--- src/rtl/kie_pkg.sv ---
package kie_pkg;
  localparam int ADDR_EN  = 0;
  localparam int ADDR_SEL = 1;
  localparam int ADDR_EVT = 2;
  localparam int ADDR_REQ = 3;
  localparam int SYNC_DEPTH = 2;
endpackage

--- src/rtl/kie_sync.sv ---
module kie_sync #(
  parameter int W      = 8,
  parameter int STAGES = 2
) (
  input  logic         clk,
  input  logic         rst,
  input  logic [W-1:0] d_i,
  output logic [W-1:0] q_o
);
  logic [W-1:0] chain [STAGES];

  generate
    for (genvar s = 0; s < STAGES; s++) begin : g_stage
      if (s == 0) begin : g_first
        always_ff @(posedge clk) begin
          if (rst) chain[0] <= '0;
          else     chain[0] <= d_i;
        end
      end else begin : g_next
        always_ff @(posedge clk) begin
          if (rst) chain[s] <= '0;
          else     chain[s] <= chain[s-1];
        end
      end
    end
  endgenerate

  assign q_o = chain[STAGES-1];
endmodule

--- src/rtl/kie_edge.sv ---
module kie_edge #(
  parameter int N = 8
) (
  input  logic         clk,
  input  logic         rst,
  input  logic [N-1:0] level_i,
  input  logic [N-1:0] en_i,
  input  logic [N-1:0] sel_i,
  output logic [N-1:0] hit_o
);
  logic [N-1:0] active;
  logic [N-1:0] active_q;

  generate
    for (genvar i = 0; i < N; i++) begin : g_pin
      always_comb begin
        active[i] = en_i[i] & (sel_i[i] ? level_i[i] : ~level_i[i]);
        hit_o[i]  = active[i] & ~active_q[i];
      end
    end
  endgenerate

  always_ff @(posedge clk) begin
    if (rst) active_q <= '0;
    else     active_q <= active;
  end
endmodule

--- src/rtl/kie_regs.sv ---
module kie_regs
  import kie_pkg::*;
#(
  parameter int N  = 8,
  parameter int DW = 8,
  parameter int AW = 2
) (
  input  logic          clk,
  input  logic          rst,
  input  logic [AW-1:0] bus_addr,
  input  logic          bus_wr,
  input  logic          bus_rd,
  input  logic [DW-1:0] bus_wdata,
  input  logic [N-1:0]  hit_i,
  output logic [DW-1:0] bus_rdata,
  output logic [N-1:0]  en_o,
  output logic [N-1:0]  sel_o,
  output logic [N-1:0]  evt_o,
  output logic          req_o
);
  logic wr_en, wr_sel, wr_evt, wr_req, rd_evt;
  logic [N-1:0] evt_keep;
  logic [DW-1:0] rd_mux;

  always_comb begin
    wr_en  = bus_wr && (bus_addr == AW'(ADDR_EN));
    wr_sel = bus_wr && (bus_addr == AW'(ADDR_SEL));
    wr_evt = bus_wr && (bus_addr == AW'(ADDR_EVT));
    wr_req = bus_wr && (bus_addr == AW'(ADDR_REQ));
    rd_evt = bus_rd && (bus_addr == AW'(ADDR_EVT));
    evt_keep = evt_o;
    if (wr_evt) evt_keep = '0;
    else if (rd_evt) evt_keep = evt_o & ~evt_o;
    rd_mux = '0;
    case (bus_addr)
      AW'(ADDR_EN):  rd_mux = DW'(en_o);
      AW'(ADDR_SEL): rd_mux = DW'(sel_o);
      AW'(ADDR_EVT): rd_mux = DW'(evt_o);
      AW'(ADDR_REQ): rd_mux = DW'(req_o);
      default:       rd_mux = '0;
    endcase
  end

  always_ff @(posedge clk) begin
    if (rst) begin
      en_o      <= '0;
      sel_o     <= '0;
      evt_o     <= '0;
      req_o     <= 1'b0;
      bus_rdata <= '0;
    end else begin
      if (wr_en)  en_o  <= bus_wdata[N-1:0];
      if (wr_sel) sel_o <= bus_wdata[N-1:0];
      evt_o <= evt_keep | hit_i;
      req_o <= (req_o & ~(wr_req & ~bus_wdata[0])) | (|hit_i);
      if (bus_rd) bus_rdata <= rd_mux;
    end
  end
endmodule

--- src/rtl/kie_ctrl.sv ---
module kie_ctrl
  import kie_pkg::*;
#(
  parameter int NPINS = 8,
  parameter int DW    = 8,
  parameter int AW    = 2
) (
  input  logic             clk,
  input  logic             rst,
  input  logic [NPINS-1:0] key_i,
  input  logic [AW-1:0]    bus_addr,
  input  logic             bus_wr,
  input  logic             bus_rd,
  input  logic [DW-1:0]    bus_wdata,
  output logic [DW-1:0]    bus_rdata,
  output logic             irq_o
);
  logic [NPINS-1:0] key_s, en_q, sel_q, evt_q, hit;

  kie_sync #(.W(NPINS), .STAGES(SYNC_DEPTH)) u_sync (
    .clk(clk), .rst(rst), .d_i(key_i), .q_o(key_s)
  );

  kie_edge #(.N(NPINS)) u_edge (
    .clk(clk), .rst(rst), .level_i(key_s), .en_i(en_q), .sel_i(sel_q),
    .hit_o(hit)
  );

  kie_regs #(.N(NPINS), .DW(DW), .AW(AW)) u_regs (
    .clk(clk), .rst(rst), .bus_addr(bus_addr), .bus_wr(bus_wr),
    .bus_rd(bus_rd), .bus_wdata(bus_wdata), .hit_i(hit),
    .bus_rdata(bus_rdata), .en_o(en_q), .sel_o(sel_q), .evt_o(evt_q),
    .req_o(irq_o)
  );
endmodule

--- config.mk ---
export PLATFORM = sky130hd
export DESIGN_NAME = kie_ctrl
export DESIGN_NICKNAME = d
export VERILOG_FILES = /design/src/rtl/kie_pkg.sv /design/src/rtl/kie_sync.sv /design/src/rtl/kie_edge.sv /design/src/rtl/kie_regs.sv /design/src/rtl/kie_ctrl.sv
export SDC_FILE = /design/constraint.sdc
export NUM_CORES = 1
export LEC_CHECK = 0
export CAP_MARGIN = 20
export CORE_MARGIN = 2
export CORE_UTILIZATION = 65
export CTS_CLUSTER_SIZE = 24
export DETAILED_ROUTE_END_ITERATION = 10
export DONT_BUFFER_PORTS = 1
export GPL_TIMING_DRIVEN = 0
export HOLD_SLACK_MARGIN = 0.02
export PLACE_DENSITY = 0.8
export SLEW_MARGIN = 0
export SYNTH_ARGS = -nofsm -noshare
export SYNTH_HDL_FRONTEND = slang
export SYNTH_SLANG_ARGS = --single-unit
--- constraint.sdc ---
create_clock -name clk -period 2.86 [get_ports clk]
set_input_delay 0.858 -clock clk [delete_from_list [all_inputs] [get_ports clk]]
set_output_delay 0.858 -clock clk [all_outputs]
set_load 0.005 [all_outputs]
Word-level counts from Yosys, hierarchy flattened
Memories as Yosys holds them, arrays and structs flattened.
Index checks and enable logic that the tools add are counted.
{"block": "totals", "latch_bits": 0, "romBits": 0, "in_bits": 22, "word_cells": 75, "ramBits": 16, "reg_bits": 41, "mem_count": 1, "output_inout_bits": 9}
{"memory": "u_sync.chain", "depth": 2, "width": 8, "rd": 2, "rd_ports_with_merged_regs": 0, "wr": 2, "line": "kie_sync.sv:10", "text": "logic [W-1:0] chain [STAGES];"}
{"block": "op_classes", "shift": 0, "n_mul": 0, "div": 0, "n_eq_ne": 3, "magnitude_cmp": 0, "muxes": 16, "reduce_logical": 7, "addsub": 0, "n_bitwise": 42}
{"cell": "8-bit 2-to-1 mux", "count": 4}
{"cell": "8-bit one-hot mux with 4 select lines", "count": 1}
{"cell": "1-bit AND", "count": 18}
{"cell": "1-bit NOT", "count": 18}
{"cell": "1-bit 2-to-1 mux", "count": 11}
{"cell": "8-bit AND", "count": 1}
{"cell": "8-bit NOT", "count": 1}
{"cell": "8-bit bitwise OR", "count": 1}
{"cell": "8-bit OR reduction", "count": 1}
{"cell": "1-bit logical AND", "count": 5}
{"cell": "2-bit equality test, second input constant", "count": 2}
{"cell": "1-bit bitwise OR", "count": 3}
{"cell": "2-bit by 1-bit equality test with 1-bit output, second input constant", "count": 1}
{"cell": "2-bit zero test", "count": 1}

Longest topological paths before layout
Gate-level depths: netlist of the first run.
{"block": "depth", "word_depth": 6, "ltp_mapped": 5, "ltp_nobuf": 4}

Cells and area by module
Synthesis of the first run repeated with hierarchy kept, for this count alone.
{"block": "unflattened", "cells_unflattened": 213, "area_unflattened_um2": 2222.1}
{"mod": "kie_regs", "seq_area_each_um2": 660.6, "cells_per_inst": 147, "area_per_inst_um2": 1402.6, "instances": 1}
{"mod": "kie_sync", "seq_area_each_um2": 320.3, "cells_per_inst": 33, "area_per_inst_um2": 464.2, "instances": 1}
{"mod": "kie_edge", "seq_area_each_um2": 160.2, "cells_per_inst": 33, "area_per_inst_um2": 355.3, "instances": 1}

Worst setup path before layout of the first run
Ideal clock, no wire load.
{"block": "synth_path", "path_type": "input -> register", "startpoint": "input port bus_addr[0]", "endpoint": "register u_regs.bus_rdata[0]", "setup_slack_ns": 1.200, "t_arrival_ns": 1.542, "stages": 3, "t_required_ns": 2.743, "setup_ns": 0.117, "n_path_buf": 0, "path_cell_list": "mux4_1 mux2i_1 nor2_1"}
{"block": "synth_between", "elab_chain_cells": 2, "elab_cells_between_ends": 5, "classes_between": "3 x eq/ne; 1 x mux; 1 x reduce/logical"}
{"item": "start: declaration", "line": "kie_ctrl.sv:11", "text": "input logic [AW-1:0] bus_addr,"}
{"item": "2-bit equality test (tied with other cells)", "line": "kie_regs.sv:35", "text": "case (bus_addr)"}
{"item": "8-bit one-hot mux with 4 select lines *", "line": "kie_regs.sv:35"}
{"item": "end signal: assignment", "line": "kie_regs.sv:56", "text": "if (bus_rd) bus_rdata <= rd_mux;"}
{"item": "end: declaration", "line": "kie_regs.sv:15", "text": "output logic [DW-1:0] bus_rdata,"}
Mark *: on every way between the ends. The rest lies on a longest branch, timed or not.
A chain may end at the register's enable or synchronous reset.

Worst setup path in the final report of the first run
{"block": "layout_path", "startpoint": "register u_regs.req_o", "endpoint": "output port irq_o"}
{"item": "start: declaration", "line": "kie_regs.sv:19", "text": "output logic req_o"}
{"item": "start signal: assignment", "line": "kie_regs.sv:55", "text": "req_o <= (req_o & ~(wr_req & ~bus_wdata[0])) | (|hit_i);"}
{"item": "end: declaration", "line": "kie_ctrl.sv:16", "text": "output logic irq_o"}
No word-level cell between the ends.

==> results of run 1 <==
==> path summary, 6_finish.rpt <==
path	slack (ps)	from	cells past startpoint	endpoint
hold / removal	440	u_sync.chain[0][5]$_SDFF_PP0_	1	u_sync.chain[1][5]$_SDFF_PP0_
setup / recovery	1220	u_regs.req_o$_SDFF_PP0_	0	irq_o
hold reg to reg	440	u_sync.chain[0][5]$_SDFF_PP0_	1	u_sync.chain[1][5]$_SDFF_PP0_
setup reg to reg	1700	u_regs.sel_o[7]$_SDFFE_PP0P_	4	u_regs.req_o$_SDFF_PP0_
==> layout by cell type, fill, tap and decap left out, types with 5 or more instances in the layout <==
cell type / Yosys / layout
clkbuf_1: 4 / 5
nor2b_1: 17 / 17
xnor2_1: 8 / 8
nand3b_1: 5 / 5
nor2_1: 42 / 42
dfxtp_1: 57 / 57
clkbuf_4: 0 / 9
a21oi_1: 12 / 12
mux2i_1: 24 / 24
a211oi_1: 7 / 7
nand2_1: 14 / 14
==> sequential cells by signal (all words and copies together), names as in the netlist <==
name	cells
u_regs.bus_rdata	8
u_regs.evt_o	8
u_regs.en_o	8
u_regs.req_o	1
u_edge.active_q	8
u_sync.chain	16
u_regs.sel_o	8
==> cell families (layout without fill, tap and decap cells) <==
family,Yosys count,in the layout
AOI/OAI and AO/OA,26,26
xor gates and xnor gates,8,8
buffers and inverters,13,29
DFF,57,57
muxes,25,25
and+or+nand+nor,81,81
==> power by group through the flow <==
stage | sequential, mW | combinational, mW | clock (mW)
floorplan | 0.858 | 0.0840 | 0
global placement | 0.861 | 0.101 | 0
detailed placement | 0.863 | 0.105 | 0
CTS | 0.844 | 0.105 | 0.556
global route | 0.849 | 0.115 | 0.596
finish | 0.844 | 0.104 | 0.547
==> routing by layer <==
metal	vias up	wire length [um]
met1	663	1790
met5	-	0
met3	12	330
met4	0	79
li1	729	-
met2	63	1820
==> area by class of cell <==
| class | count | area [um2] | share of cell area |
|---|---|---|---|
| clock inverter | 2 | 10.0 | 0.00435 |
| tap | 44 | 55.1 | 0.0239 |
| multi-input combinational | 140 | 897 | 0.389 |
| sequential | 57 | 1140 | 0.495 |
| clock buffer | 14 | 126 | 0.0549 |
| buffer | 13 | 73.8 | 0.0320 |
==> results.yml, run 1 <==
synth:
  netlist-cell-type-count: 23
  synth.most_common_cell: "dfxtp_1"
  synth.area.top_cells: "dfxtp_1 (54%), mux2i_1 (11%), nor2_1 (7.5%), nor2b_1 (5.0%), xnor2_1 (3.3%)"
  synth_area_leader_cell: "dfxtp_1"
  synth_top_area_frac: 0.540
  synth-seq-area-share: 0.540
  syn_inst: 210
  async_flop_share: 0
  synthSimpleGateAreaFrac: 0.181
  muxShareOfSynthArea: 0.126
  yosysWarnings: 0
  synth-compound-area-share: 0.0847
  synth_seq_cells: 57
  synth_xor_area_frac: 0.0332
  synth-edff-count: 0
  synth_top_family_by_area: "simple AND/OR/NAND/NOR gates"
  synth_common_cells: "dfxtp_1 (57), nor2_1 (42), mux2i_1 (24), nor2b_1 (17), nand2_1 (14)"
  synth_fa_ha_area_frac: 0
  postSynthAreaPerCell_um2: 10.1
  synthesis.area_um2: 2110
  syn_nets: 232
  synth_flop_cell: "dfxtp_1"
global_route:
  first_global_vias: 1396
  met1_usage: 0.307
  use_met3: 0.0917
  grt.busiest_layer: "met2"
  grt_max_degree: 11
  grt_pass1_wl_um: 6400
  antenna_found_initial: 0
  grt.overflow.total: 0
  grt_use_total: 0.251
  grt_util_met2: 0.393
sta:
  relSlewSlack: 0.658
  fin_crit_sh: 0.573
  fin_skew_ps: 8.20
  setup-tns-final_ps: 0
  whs_ps: 443
  timing.fmax_mhz: 611
  finalHoldViolCount: 0
  fin_ws_ps: 1220
  maxSlewViolCount: 0
  finalSetupViolCount: 0
  rsz0062_at_grt: "false"
  period_needed_ps: 1640
  tightest_slew_ps: 514
routing:
  num_vias: 1467
  first_pass_iters: 4
  vias_per_cell: 5.43
  totalWireLength_um: 4020
  drtIter0Drc: 77
  ant_nets: 0
  avgRoutedWirePerCell_um: 14.9
  drc_errors: 0
power_and_ir_drop:
  switching_power_mw: 0.351
  vdd_drop_max_mv: 0.394
  power.total_mw: 1.50
  sw_frac_of_total: 0.235
  p_int_mw: 1.14
  power.density_nw_per_um2: 650
  p_comb_frac: 0.070
  seq_power_share: 0.564
  p_leak_nw: 0.925
  pwr-share-clk: 0.366
worst_setup_path:
  crit_type: "reg2out"
  cp_max_fo: 3
  crit_path_end_kind: "primary output"
  required_ps: 2000
  crit_arrival_ps: 780
  cp-start-kind: "register"
min_path:
  hold_path_class: "reg2reg"
placed_design:
  place_area_um2: 2170
  port_buffers: 0
  hpwl_um: 2900
  dp.cells: 254
  dp_slack_ps: 936
  place_congestion: 0.824
final_layout:
  fillCellCount: 238
  stdcell_count: 270
  syn_to_final_growth_pct: 9.06
  drive_gt1_frac: 0.119
  final_design_area_no_fill_um2: 2300
  antenna-diode-count: 0
  finish.net_count: 243
  utilization: 0.748
clocking:
  clock_path_buffers: 2
  cts_buffers: 9
  root_buffer: "clkbuf_4"
  cts_htree_levels: 3
  cts_hold_buf: 0
  path_clk_slew_ps: 90
  ctsResizeCount: 0
  clock_sinks: 57
  clkLatencyLatePin_ps: 390
  tritoncts: "built"
  post_cts_buffers: 0
die:
  die-area_um2: 3720
  die_w_um: 61
  io_pins: 31
  coreArea_um2: 3080
  row_count: 20
  die_height_um: 61
  initial_core_util: 0.686
job:
  max-cap-violations: 0
outcome:
  status: "completed"
No activity file was read; power rests on OpenSTA's default activity.
==> run 2, diff against run 1 <==
- ABC_AREA: unset -> 1
- CORE_UTILIZATION: 65 -> 55
- PLACE_DENSITY: 0.8 -> 0.72
- clock period: 2.86 -> 1.4 ns (I/O delays scaled with it)
==> results.yml, run 2 <==
power_and_ir_drop:
  power.density_nw_per_um2: 1360
  vdd_drop_max_mv: 0.890
  p_leak_nw: 0.985
sta:
  rsz0062_at_grt: "false"
  finalHoldViolCount: 0
  relSlewSlack: 0.589
  timing.fmax_mhz: 880
  maxSlewViolCount: 0
  finalSetupViolCount: 0
  tightest_slew_ps: 616
  fin_crit_sh: 0.812
  fin_skew_ps: 5.68
  whs_ps: 188
  period_needed_ps: 1140
placed_design:
  dp.cells: 337
  place_congestion: 0.811
  port_buffers: 0
  hpwl_um: 3290
  place_area_um2: 2280
die:
  initial_core_util: 0.563
  die-area_um2: 4560
  die_w_um: 67.5
  row_count: 23
  coreArea_um2: 3940
  die_height_um: 67.5
  io_pins: 31
worst_setup_path:
  required_ps: 1630
  slowest_delay_ps: 330
  crit_top_cell: "inv_1"
  crit_path_top_delay_cell: "dfxtp_1"
  r2r_slack_ps: 260
  cp-start-kind: "register"
  crit_path_end_kind: "register"
  cp_max_fo: 3
  r2r-start: "u_regs.sel_o[3]$_SDFFE_PP0P_"
  r2r-end: "u_regs.req_o$_SDFF_PP0_"
  r2r_cells: 8
  crit_arrival_ps: 1370
  crit_type: "reg2reg"
  critical_path.cell_chain: "inv_1, or2_2, nand4_1, nand2_1, inv_1, nand3_1, nand2_1, inv_1"
routing:
  num_vias: 1812
  vias_per_cell: 5.13
  totalWireLength_um: 4870
  drc_errors: 0
  ant_nets: 0
  first_pass_iters: 4
  avgRoutedWirePerCell_um: 13.8
  drtIter0Drc: 88
synth:
  netlist-cell-type-count: 23
  yosysWarnings: 0
  synth_area_leader_cell: "dfxtp_1"
  synth-seq-area-share: 0.514
  synth.area.top_cells: "dfxtp_1 (51%), inv_1 (8.8%), nor2_1 (6.6%), nand3_1 (5.6%), o21ai_0 (5.4%)"
  async_flop_share: 0
  syn_inst: 287
  synth_flop_cell: "dfxtp_1"
  synth_seq_cells: 57
  syn_nets: 309
  synth_common_cells: "dfxtp_1 (57), inv_1 (52), nor2_1 (39), nand2_1 (31), nand3_1 (25)"
  synthesis.area_um2: 2220
  postSynthAreaPerCell_um2: 7.73
  synth_top_area_frac: 0.514
  synth-edff-count: 0
  synth.most_common_cell: "dfxtp_1"
final_layout:
  antenna-diode-count: 0
  finish.net_count: 320
  final_design_area_no_fill_um2: 2460
  drive_gt1_frac: 0.0891
  layout_commonest_cell: "dfxtp_1"
  stdcell_count: 353
  largest_register_ffs: 16
  utilization: 0.623
  syn_to_final_growth_pct: 10.7
  most-common-layout-cells: "dfxtp_1 (57), inv_1 (52), nor2_1 (39), nand2_1 (31), nand3_1 (25)"
  top_register: "u_sync.chain"
clocking:
  post_cts_buffers: 0
  ctsResizeCount: 0
  path_clk_slew_ps: 60
  tritoncts: "built"
  clock_sinks: 57
  clock_path_buffers: 2
  cts_hold_buf: 0
  cts_buffers: 9
  root_buffer: "clkbuf_8"
  cts_htree_levels: 3
  clkLatencyLatePin_ps: 330
min_path:
  hold_end: "u_sync.chain[0][3]$_SDFF_PP0_"
  worst_hold_startpoint: "key_i[3]"
  whs_path_depth: 2
  hold_path_class: "in2reg"
global_route:
  antenna_found_initial: 0
  first_global_vias: 1693
  grt_use_total: 0.251
  grt.overflow.total: 0
  grt_pass1_wl_um: 7960
  grt_max_degree: 11
outcome:
  status: "completed"
job:
  max-cap-violations: 0
[run 2: cell count changes after synthesis, moves of 11 or more]
cell | before | now
nand3_1 | 0 | 25
mux2i_1 | 24 | 0
nor2b_1 | 17 | 0
o21ai_0 | 0 | 24
inv_1 | 0 | 52
a21oi_1 | 12 | 23
nand2_1 | 14 | 31
[run 2: layout make-up]
cell class,instances,area (um2)
fillers,343,1490
flip-flops and latches,57,1140
multi-input cells,166,818
inverters,53,199
clock buffers,13,159
well taps,50,62.6
plain buffers,11,61.3
clock inverters,3,15.0
[run 2: stage by stage]
step	setup TNS (ps)	setup WS, ps	total power [mW]
finish	0	264	3.34
global route	0	187	3.49
CTS	0	258	3.37
detailed placement	-21.2	-21.2	2.04
global placement	0	5.55	2.03
floorplan	0	201	1.97
[run 2: worst max-delay path, delay by kind of cell, from the launching register on]
family / cells / cell delay [ps]
flip-flops: 1 / 330
AND/OR/NAND/NOR: 5 / 570
buffers and inverters: 3 / 150
[run 2: logic make-up (layout without fill, tap and decap cells)]
logic type | after synthesis | count (layout) | synth area share
AO/OA/AOI/OAI | 58 | 58 | 0.143
flip-flops | 57 | 57 | 0.514
AND/OR/NAND/NOR | 108 | 108 | 0.226
buffers and inverters | 64 | 80 | 0.117
[run 2: power by group]
part | internal [mW] | switching, mW | total, mW
Sequential | 1.70 | 0.0422 | 1.74
Combinational | 0.0897 | 0.169 | 0.259
Clock | 0.730 | 0.610 | 1.34
[run 2: worst max path at each step]
stage	startpoint	endpoint	slack, ps	cells past startpoint
6_report	u_regs.sel_o[3]$_SDFFE_PP0P_	u_regs.req_o$_SDFF_PP0_	260	8
2_1_floorplan	bus_addr[0]	u_regs.en_o[2]$_SDFFE_PP0P_	200	6
4_1_cts	u_regs.sel_o[3]$_SDFFE_PP0P_	u_regs.req_o$_SDFF_PP0_	260	8
3_3_place_gp	bus_addr[0]	u_regs.en_o[4]$_SDFFE_PP0P_	6	6
3_5_place_dp	bus_addr[0]	u_regs.en_o[4]$_SDFFE_PP0P_	-20	6
5_1_grt	u_regs.sel_o[3]$_SDFFE_PP0P_	u_regs.req_o$_SDFF_PP0_	190	8
[run 2: layer usage]
layer	part of all wire	track usage	wire length [um]
met1	0.43	0.297	2110
met3	0.081	0.0783	396
met5	0	0	0
met4	0.017	0.140	82
met2	0.47	0.401	2290
==> run 3, diff against run 2 <==
- ABC_AREA: 1 -> 0
- CORE_UTILIZATION: 55 -> 61
- PLACE_DENSITY: 0.72 -> 0.76
- clock period: 1.4 -> 1.2 ns (I/O delays scaled with it)
==> results.yml, run 3 (same netlist as run 1, synthesis figures left out) <==
global_route:
  grt_max_degree: 11
  antenna_found_initial: 0
  first_global_vias: 1457
  grt_use_total: 0.236
  grt.overflow.total: 0
  grt_pass1_wl_um: 6930
final_layout:
  most-common-layout-cells: "dfxtp_1 (53), nor2_1 (42), mux2i_1 (24), nor2b_1 (17), nand2_1 (14)"
  final_design_area_no_fill_um2: 2390
  layout_commonest_cell: "dfxtp_1"
  regArea_um2: 1150
  fillCellCount: 267
  finish.net_count: 245
  largest_register_ffs: 16
  multi_input_comb_area_um2: 942
  top_register: "u_sync.chain"
  antenna-diode-count: 0
  syn_to_final_growth_pct: 13.0
  drive_gt1_frac: 0.167
placed_design:
  place_congestion: 0.776
  dp_slack_ps: -239
  hpwl_um: 2900
  place_area_um2: 2170
  port_buffers: 0
min_path:
  hold_path_class: "in2reg"
  worst_hold_startpoint: "key_i[6]"
sta:
  timing.fmax_mhz: 884
  period_needed_ps: 1130
  maxSlewViolCount: 0
  fin_skew_ps: 9.71
  rsz0062_at_grt: "false"
  finalSetupViolCount: 0
  finalHoldViolCount: 0
  fin_crit_sh: 0.943
  fin_ws_ps: 68.4
  relSlewSlack: 0.632
  tightest_slew_ps: 551
routing:
  drc_errors: 0
  drtIter0Drc: 110
  avgRoutedWirePerCell_um: 15.2
  first_pass_iters: 4
  num_vias: 1485
  vias_per_cell: 5.42
  totalWireLength_um: 4180
  ant_nets: 0
die:
  row_count: 21
  die_w_um: 62.8
  coreArea_um2: 3340
  die_height_um: 62.8
  die-area_um2: 3950
  io_pins: 31
  initial_core_util: 0.633
job:
  max-cap-violations: 0
clocking:
  tritoncts: "built"
  root_buffer: "clkbuf_4"
  clock_sinks: 57
  clock_path_buffers: 2
  path_clk_slew_ps: 90
  cts_htree_levels: 3
  clkLatencyLatePin_ps: 380
  cts_buffers: 9
worst_setup_path:
  crit_type: "reg2reg"
  r2r-start: "u_regs.sel_o[2]$_SDFFE_PP0P_"
  crit_path_end_kind: "register"
  r2r_slack_ps: 70
  required_ps: 1450
  crit_arrival_ps: 1380
  cp_max_fo: 3
  cp-start-kind: "register"
  timing.critical_path.from: "u_regs.sel_o[2]$_SDFFE_PP0P_"
power_and_ir_drop:
  power.density_nw_per_um2: 1560
  vdd_drop_max_mv: 1.10
  p_leak_nw: 0.951
outcome:
  status: "completed"
-- run 3: cell count changes in the layout (fill, tap and decap cells not counted), sizes merged, moves of 4 or more --
cell    previous run  this run
inv               53         0
nand3             26         0
mux2i              0        24
o21ai             24         1
nand2             33        14
nor2b              0        17
a21oi             23        12
xnor2              0         8
nand4              7         0
a211oi             1         7
clkbuf            14        19
nand3b             0         5
o22ai              4         0
-- run 3: final timing paths --
path | endpoint | cells after the start
hold / removal | u_sync.chain[0][6]$_SDFF_PP0_ | 1
setup reg to reg | u_regs.req_o$_SDFF_PP0_ | 4
hold reg to reg | u_sync.chain[1][1]$_SDFF_PP0_ | 1
setup / recovery | u_regs.req_o$_SDFF_PP0_ | 4
-- run 3: power by group --
part	switching [mW]	internal, mW
clock network	0.641	0.807
logic	0.143	0.126
registers	0.0493	1.97
-- run 3: cell type report --
cell class | count | area share
tap | 46 | 0.0241
sequential | 57 | 0.480
timing repair buffer | 2 | 0.00629
clock buffer | 14 | 0.0488
buffer | 13 | 0.0309
clock inverter | 2 | 0.0147
multi-input combinational | 140 | 0.395
-- run 3: metrics by stage --
stage | hold slack, ps | std cells | TNS [ps] | power [mW] | utilization
after detailed placement | 425 | 256 | -3090 | 2.31 | 0.650
final | 102 | 274 | 0 | 3.73 | 0.715
after global placement | 420 | 256 | -2460 | 2.29 | 0.650
after global routing | 84.8 | 274 | 0 | 3.88 | 0.715
after floorplan | 414 | 210 | 0 | 2.24 | -
after CTS | 86.9 | 272 | 0 | 3.74 | 0.698
-- run 3: critical path, stage by stage, from the launching register on --
cell	delay [ps]
dfxtp_1	360
xnor2_2	150
nand3b_1	120
o2111a_1	240
a41oi_2	120
-- run 3: repair_timing --
| action | 4_1_cts | 5_1_grt |
|---|---|---|
| setup endpoints to repair | 1 | 2 |
| buffers inserted | 0 | 2 |
| hold buffers | 0 | 0 |
| gates resized for setup | 1 | 9 |
| pin swaps | 0 | 3 |
-- run 3: per-layer routing --
metal	up-vias	global-route usage	wire, um
met4	0	0.100	61
met3	6	0.0811	300
li1	732	-	-
met2	61	0.390	2040
met1	686	0.279	1780
met5	-	0	0
